**config.mk**
```make
export PLATFORM = sky130hd
export DESIGN_NAME = standby_seq
export DESIGN_NICKNAME = d
export VERILOG_FILES = /design/src/rtl/standby_pkg.sv /design/src/rtl/sb_mode_reg.sv /design/src/rtl/sb_wait_timer.sv /design/src/rtl/sb_fsm.sv /design/src/rtl/sb_gate_decode.sv /design/src/rtl/standby_seq.sv
export SDC_FILE = /design/constraint.sdc
export NUM_CORES = 1
export LEC_CHECK = 0
export BUFFER_PORTS_ARGS = -buffer_cell sky130_fd_sc_hd__buf_2
export CAP_MARGIN = 10
export CORE_MARGIN = 3
export CORE_UTILIZATION = 56
export CTS_CLUSTER_SIZE = 12
export DETAILED_ROUTE_END_ITERATION = 12
export PLACE_DENSITY = 0.84
export SETUP_SLACK_MARGIN = 0.05
export SKIP_CTS_REPAIR_TIMING = 1
export SYNTH_ARGS = -nofsm -noshare
export SYNTH_HDL_FRONTEND = slang
export SYNTH_SLANG_ARGS = --single-unit
```
**constraint.sdc**
```tcl
create_clock -name clk_i -period 5.3 [get_ports clk_i]
set_input_delay 0.795 -clock clk_i [delete_from_list [all_inputs] [get_ports clk_i]]
set_output_delay 0.795 -clock clk_i [all_outputs]
set_load 0.02 [all_outputs]
```
**src/rtl/standby_pkg.sv**
```systemverilog
package standby_pkg;
  typedef enum logic [2:0] {
    ST_RUN      = 3'd0,
    ST_IDLE1    = 3'd1,
    ST_IDLE2    = 3'd2,
    ST_STOP     = 3'd3,
    ST_SUB_IDLE = 3'd4,
    ST_WAIT     = 3'd5
  } sb_state_e;

  typedef struct packed {
    logic cpu;
    logic osc;
    logic flash;
    logic pll;
  } gate_t;
endpackage

```
**src/rtl/sb_mode_reg.sv**
```systemverilog
module sb_mode_reg
  import standby_pkg::*;
#(
  parameter int REG_W  = 8,
  parameter int MODE_W = 2,
  localparam int IDX_W = $clog2(REG_W)
) (
  input  logic             clk_i,
  input  logic             rst_ni,
  input  logic             byte_we_i,
  input  logic [REG_W-1:0] byte_wdata_i,
  input  logic             bit_we_i,
  input  logic [IDX_W-1:0] bit_idx_i,
  input  logic             bit_val_i,
  input  logic             sub_mode_i,
  output logic [REG_W-1:0] rdata_o,
  output sb_state_e        target_o
);
  logic [MODE_W-1:0] mode_bits;
  logic              unused_hi;

  assign unused_hi = ^byte_wdata_i[REG_W-1:MODE_W];

  for (genvar g = 0; g < REG_W; g++) begin : g_bit
    if (g < MODE_W) begin : g_rw
      logic q;
      always_ff @(posedge clk_i or negedge rst_ni) begin
        if (!rst_ni)                                      q <= 1'b0;
        else if (byte_we_i)                               q <= byte_wdata_i[g];
        else if (bit_we_i && bit_idx_i == IDX_W'(g))      q <= bit_val_i;
      end
      assign mode_bits[g] = q;
      assign rdata_o[g]   = q;
    end else begin : g_zero
      assign rdata_o[g] = 1'b0;
    end
  end

  // code 11 wins over sub-clock; other codes fold to sub-idle in sub-clock
  always_comb begin
    if (&mode_bits)       target_o = ST_STOP;
    else if (sub_mode_i)  target_o = ST_SUB_IDLE;
    else begin
      case (mode_bits)
        2'b00:   target_o = ST_IDLE1;
        2'b10:   target_o = ST_IDLE2;
        default: target_o = ST_STOP;
      endcase
    end
  end
endmodule

```
**src/rtl/sb_wait_timer.sv**
```systemverilog
module sb_wait_timer #(
  parameter int CNT_W = 10
) (
  input  logic             clk_i,
  input  logic             rst_ni,
  input  logic             load_i,
  input  logic [CNT_W-1:0] load_val_i,
  input  logic             dec_i,
  output logic             zero_o
);
  logic [CNT_W-1:0] cnt_q;

  always_ff @(posedge clk_i or negedge rst_ni) begin
    if (!rst_ni)                    cnt_q <= '0;
    else if (load_i)                cnt_q <= load_val_i;
    else if (dec_i && cnt_q != '0)  cnt_q <= cnt_q - CNT_W'(1);
  end

  assign zero_o = (cnt_q == '0);
endmodule

```
**src/rtl/sb_fsm.sv**
```systemverilog
module sb_fsm
  import standby_pkg::*;
#(
  parameter int CNT_W = 10
) (
  input  logic             clk_i,
  input  logic             rst_ni,
  input  logic             req_i,
  input  logic             stop_en_i,
  input  sb_state_e        target_i,
  input  logic             wake_i,
  input  logic             sub_tick_i,
  input  logic [CNT_W-1:0] main_val_i,
  input  logic [CNT_W-1:0] sub_val_i,
  input  logic             zero_i,
  output logic             load_o,
  output logic [CNT_W-1:0] load_val_o,
  output logic             dec_o,
  output sb_state_e        state_o,
  output logic             sub_wait_o,
  output logic             resume_o
);
  sb_state_e state_q, state_d;
  logic      sub_wait_q, sub_wait_d;
  logic      resume_q, resume_d;

  assign dec_o = (state_q == ST_WAIT) && (sub_wait_q ? sub_tick_i : 1'b1);

  always_comb begin
    state_d    = state_q;
    sub_wait_d = sub_wait_q;
    resume_d   = 1'b0;
    load_o     = 1'b0;
    load_val_o = '0;
    case (state_q)
      ST_RUN: if (req_i && stop_en_i) state_d = target_i;
      ST_IDLE1: if (wake_i) begin
        state_d  = ST_RUN;
        resume_d = 1'b1;
      end
      ST_IDLE2, ST_STOP: if (wake_i) begin
        state_d    = ST_WAIT;
        load_o     = 1'b1;
        load_val_o = main_val_i;
        sub_wait_d = 1'b0;
      end
      ST_SUB_IDLE: if (wake_i) begin
        state_d    = ST_WAIT;
        load_o     = 1'b1;
        load_val_o = sub_val_i;
        sub_wait_d = 1'b1;
      end
      ST_WAIT: if (dec_o && zero_i) begin
        state_d  = ST_RUN;
        resume_d = 1'b1;
      end
      default: state_d = ST_RUN;
    endcase
  end

  always_ff @(posedge clk_i or negedge rst_ni) begin
    if (!rst_ni) begin
      state_q    <= ST_RUN;
      sub_wait_q <= 1'b0;
      resume_q   <= 1'b0;
    end else begin
      state_q    <= state_d;
      sub_wait_q <= sub_wait_d;
      resume_q   <= resume_d;
    end
  end

  assign state_o    = state_q;
  assign sub_wait_o = sub_wait_q;
  assign resume_o   = resume_q;
endmodule

```
**src/rtl/sb_gate_decode.sv**
```systemverilog
module sb_gate_decode
  import standby_pkg::*;
(
  input  sb_state_e state_i,
  input  logic      sub_wait_i,
  output gate_t     gate_o
);
  always_comb begin
    case (state_i)
      ST_RUN:   gate_o = '{cpu: 1'b1, osc: 1'b1, flash: 1'b1, pll: 1'b1};
      ST_IDLE1: gate_o = '{cpu: 1'b0, osc: 1'b1, flash: 1'b1, pll: 1'b1};
      ST_IDLE2: gate_o = '{cpu: 1'b0, osc: 1'b1, flash: 1'b0, pll: 1'b0};
      // main recovery restarts oscillator, flash and PLL; sub recovery keeps them off
      ST_WAIT:  gate_o = sub_wait_i ? '{cpu: 1'b0, osc: 1'b0, flash: 1'b0, pll: 1'b0}
                                    : '{cpu: 1'b0, osc: 1'b1, flash: 1'b1, pll: 1'b1};
      default:  gate_o = '{cpu: 1'b0, osc: 1'b0, flash: 1'b0, pll: 1'b0};
    endcase
  end
endmodule

```
**src/rtl/standby_seq.sv**
```systemverilog
module standby_seq
  import standby_pkg::*;
#(
  parameter int REG_W      = 8,
  parameter int MODE_W     = 2,
  parameter int SEL_W      = 3,
  parameter int WAIT_SHIFT = 2,
  parameter int SUB_CYCLES = 12,
  localparam int IDX_W     = $clog2(REG_W),
  localparam int MAIN_W    = (2 ** SEL_W) - 1 + WAIT_SHIFT + 1,
  localparam int SUB_W     = $clog2(SUB_CYCLES) + 1,
  localparam int CNT_W     = (MAIN_W > SUB_W) ? MAIN_W : SUB_W
) (
  input  logic             clk_i,
  input  logic             rst_ni,
  input  logic             cfg_byte_we_i,
  input  logic [REG_W-1:0] cfg_wdata_i,
  input  logic             cfg_bit_we_i,
  input  logic [IDX_W-1:0] cfg_bit_idx_i,
  input  logic             cfg_bit_val_i,
  output logic [REG_W-1:0] cfg_rdata_o,
  input  logic             wait_we_i,
  input  logic [SEL_W-1:0] wait_sel_i,
  input  logic             stop_en_i,
  input  logic             standby_req_i,
  input  logic             sub_mode_i,
  input  logic             sub_tick_i,
  input  logic             wake_i,
  output logic             cpu_clk_en_o,
  output logic             main_osc_en_o,
  output logic             flash_en_o,
  output logic             pll_en_o,
  output logic [2:0]       state_o,
  output logic             resume_o
);
  sb_state_e        target, state;
  logic [SEL_W-1:0] wait_sel_q;
  logic [CNT_W-1:0] main_val, sub_val, load_val;
  logic             load, dec, zero, sub_wait;
  gate_t            gate;

  always_ff @(posedge clk_i or negedge rst_ni) begin
    if (!rst_ni)        wait_sel_q <= '0;
    else if (wait_we_i) wait_sel_q <= wait_sel_i;
  end

  // down-counter is loaded with length-1 so the wait lasts exactly the length
  assign main_val = (CNT_W'(1) << (wait_sel_q + WAIT_SHIFT)) - CNT_W'(1);
  assign sub_val  = CNT_W'(SUB_CYCLES - 1);

  sb_mode_reg #(.REG_W(REG_W), .MODE_W(MODE_W)) u_mode (
    .clk_i, .rst_ni,
    .byte_we_i(cfg_byte_we_i), .byte_wdata_i(cfg_wdata_i),
    .bit_we_i(cfg_bit_we_i), .bit_idx_i(cfg_bit_idx_i), .bit_val_i(cfg_bit_val_i),
    .sub_mode_i, .rdata_o(cfg_rdata_o), .target_o(target)
  );

  sb_fsm #(.CNT_W(CNT_W)) u_fsm (
    .clk_i, .rst_ni,
    .req_i(standby_req_i), .stop_en_i, .target_i(target), .wake_i, .sub_tick_i,
    .main_val_i(main_val), .sub_val_i(sub_val), .zero_i(zero),
    .load_o(load), .load_val_o(load_val), .dec_o(dec),
    .state_o(state), .sub_wait_o(sub_wait), .resume_o
  );

  sb_wait_timer #(.CNT_W(CNT_W)) u_timer (
    .clk_i, .rst_ni, .load_i(load), .load_val_i(load_val), .dec_i(dec), .zero_o(zero)
  );

  sb_gate_decode u_gate (.state_i(state), .sub_wait_i(sub_wait), .gate_o(gate));

  assign cpu_clk_en_o  = gate.cpu;
  assign main_osc_en_o = gate.osc;
  assign flash_en_o    = gate.flash;
  assign pll_en_o      = gate.pll;
  assign state_o       = state;
endmodule

```
==> impl_metrics.ini <==
[status]
status = complete, no violations

[timing]
post-route-min-period_ns = 2.34
slew_viol_final = 0
clock_skew_ns = 0.00509
timing.final.ws_setup_ns = 2.96
hold_viol_final = 0
rsz0062_at_grt = false
tightest_slew_ns = 0.612
fin_crit_sh = 0.441
max_freq_ghz = 0.428
setup_tns_ns = 0
setup_viol = 0
max_slew_margin = 0.588

[routing]
drtPass1Iterations = 4
drc_errors = 0
ant_nets = 0
drtIter0Drc = 81
routed_wl_um = 3320
avgViaCountPerCell = 6.03
wl_per_cell_um = 14.2
num_vias = 1412

[final_layout]
antenna_cells = 0
layout.nets = 238
register_area_um2 = 500
final_common_cell = buf_2
multi_input_area_um2 = 938
final_cells = 234
area_growth_pct = 9.73
fillers = 211
layout_common_cells = buf_2, dfrtp_1, nor2_1, nand2_1, o21ai_0
final_layout_size_suffix_gt1_frac = 0.225

[synthesis]
ys_seq_area_frac = 0.327
synthFlopType = dfrtp_1
synth.distinct_cells = 51
async_flop_share = 1.00
synth-edff-count = 0
avgSynthCellArea_um2 = 8.50
postSynthRegisterBits = 20
syn_inst = 180
yosysWarnings = 0
syn-cell-area_mm2 = 0.00153

[run]
max-cap-violations = 0

[global_route]
grt_antenna_before_repair = 0
grt_pass1_wl_um = 5600
grt_max_degree = 21
grt_usage = 0.210
overflow = 0
grt_pass1_vias = 1279

[setup_path]
crit_family = flip-flops
rrSetupSlack_ns = 3.02
r2r_end = u_timer.cnt_q[9]$_DFFE_PN0P_
cpPeakStageDelay_ns = 0.53
rr_worst_depth = 7
cp.required_ns = 4.51
cp-start-kind = flip-flop
critPathArrivalTime_ns = 1.54
cp_max_fo = 14
slowest_stage = dfrtp_1
critPathBufInv = 1
endpoint_kind = output pin
crit_chain = or2_2, nor2_1, buf_2
r2r-start = u_timer.cnt_q[0]$_DFFE_PN0P_
path_class = reg2out

[die]
die_w_um = 58.3
start_util = 0.601
io-pin-count = 41
die_area_mm2 = 0.00340
die_h_um = 58.3
core_area_mm2 = 0.00254
placementRows = 18

[cts]
clock_latency_ns = 0.30
cts-root-buf = clkbuf_4
cts.sinks = 20
cts_buffer_depth = 2
htree_levels = 1
cts_buffers = 3
cts.clk_slew.worst_paths_ns = 0.12
cts_tree = yes

[placed_design]
gp_congestion = 0.844
portBuffers = 28
place_inst = 230
dp_hpwl_um = 2540
pre_cts_ws_ns = 2.97

[worst_hold_path]
hold_class = in2async

[pwr]
peakVddDrop_uv = 362
power.leakage_nw = 0.794
powerDensity_mw_per_mm2 = 460
-- power by group --
part	internal [W]	switching [W]	leakage, nW
sequential	0.000200	0.0000725	0.249
clock	0.0000419	0.0000484	0.0210
combinational	0.000174	0.000235	0.524
total	0.000416	0.000356	0.794
-- sequential cells by signal, indices dropped and copies added (netlist names) --
signal,flops
u_timer.cnt_q,10
u_fsm.sub_wait_o,1
wait_sel_q,3
u_fsm.state_o,3
u_fsm.resume_o,1
u_mode.g_bit.g_rw.q,2
-- worst register-to-register path: cells and delay by family, from the launching register on --
kind | cells | cell delay [ns]
DFF | 1 | 0.45
and+or+nand+nor | 2 | 0.78
adders and majority gates | 1 | 0.22
buffers and inverters | 1 | 0.08
AOI/OAI and AO/OA | 3 | 0.64
-- cells in the mapped netlist (2+ instances only) --
cell type / count / area share
nand2b_1: 2 / 0.0082
a211oi_1: 2 / 0.0098
ha_1: 8 / 0.065
inv_1: 7 / 0.017
a21o_1: 2 / 0.0098
or3_1: 2 / 0.0082
o311ai_0: 2 / 0.011
nand3_1: 3 / 0.0098
a22o_1: 2 / 0.011
o211ai_1: 3 / 0.015
buf_4: 9 / 0.044
nand3b_1: 4 / 0.020
nor4_1: 2 / 0.0082
mux2_2: 3 / 0.022
a21oi_1: 9 / 0.029
o21ai_0: 14 / 0.046
nor2_1: 19 / 0.047
nand2_1: 16 / 0.039
xor2_1: 3 / 0.017
o22ai_1: 3 / 0.012
o21ai_1: 2 / 0.0065
or2_2: 3 / 0.012
clkbuf_1: 3 / 0.0074
nor3_1: 5 / 0.016
mux2i_1: 3 / 0.020
o21a_1: 2 / 0.0098
dfrtp_1: 20 / 0.33
a31oi_1: 2 / 0.0082
nor2b_1: 3 / 0.012
-- metal layers --
layer | global-route usage | vias to the layer above | part of all wire | wire [um]
li1 | - | 683 | - | -
met3 | 0.0312 | 4 | 0.058 | 193
met2 | 0.348 | 54 | 0.49 | 1620
met4 | 0.0728 | 0 | 0.0069 | 23
met1 | 0.277 | 671 | 0.45 | 1490
met5 | 0 | - | 0 | 0
-- worst max-delay path by stage --
stage                                            start  cells after the start                      endpoint  slack, ns
final                     u_fsm.state_o[1]$_DFFE_PN0P_                      3                  cpu_clk_en_o       2.96
after global routing      u_timer.cnt_q[0]$_DFFE_PN0P_                      7  u_timer.cnt_q[9]$_DFFE_PN0P_       2.80
after CTS                 u_fsm.state_o[1]$_DFFE_PN0P_                      3                  cpu_clk_en_o       2.96
after detailed placement                        wake_i                      6  u_timer.cnt_q[9]$_DFFE_PN0P_       2.97
after global placement                          wake_i                      6  u_timer.cnt_q[9]$_DFFE_PN0P_       3.00
after floorplan           u_fsm.state_o[1]$_DFFE_PN0P_                      3                      pll_en_o       3.16
-- metrics by stage --
step           cell area [um2]  hold WS [ns]  power (W)  utilization
2_1_floorplan             1550         0.455   0.000585            -
3_3_place_gp              1640         0.476   0.000663        0.646
3_5_place_dp              1640         0.505   0.000678        0.646
4_1_cts                   1680         0.434   0.000770        0.660
5_1_grt                   1680         0.431   0.000835        0.660
6_report                  1680         0.422   0.000773        0.660
-- cell families (layout without fill, tap and decap cells) --
kind of cell    after synthesis  count (layout)  synth area share
mux                           6               6            0.0417
simple gates                 71              71             0.259
compound gates               50              50             0.209
xor+xnor                      4               4            0.0229
flops                        20              20             0.327
other cells                   1               6           0.00245
buf+inv                      20              39            0.0720
fa+ha+maj                     8               8            0.0654
-- final cells by class --
cell class,instances,share of cell area
inverter,7,0.0156
clock buffer,4,0.0216
sequential,20,0.298
timing repair buffer,28,0.0835
tap,30,0.0224
multi-input combinational,145,0.559
Note: power is estimated with default switching activity, not from simulation.
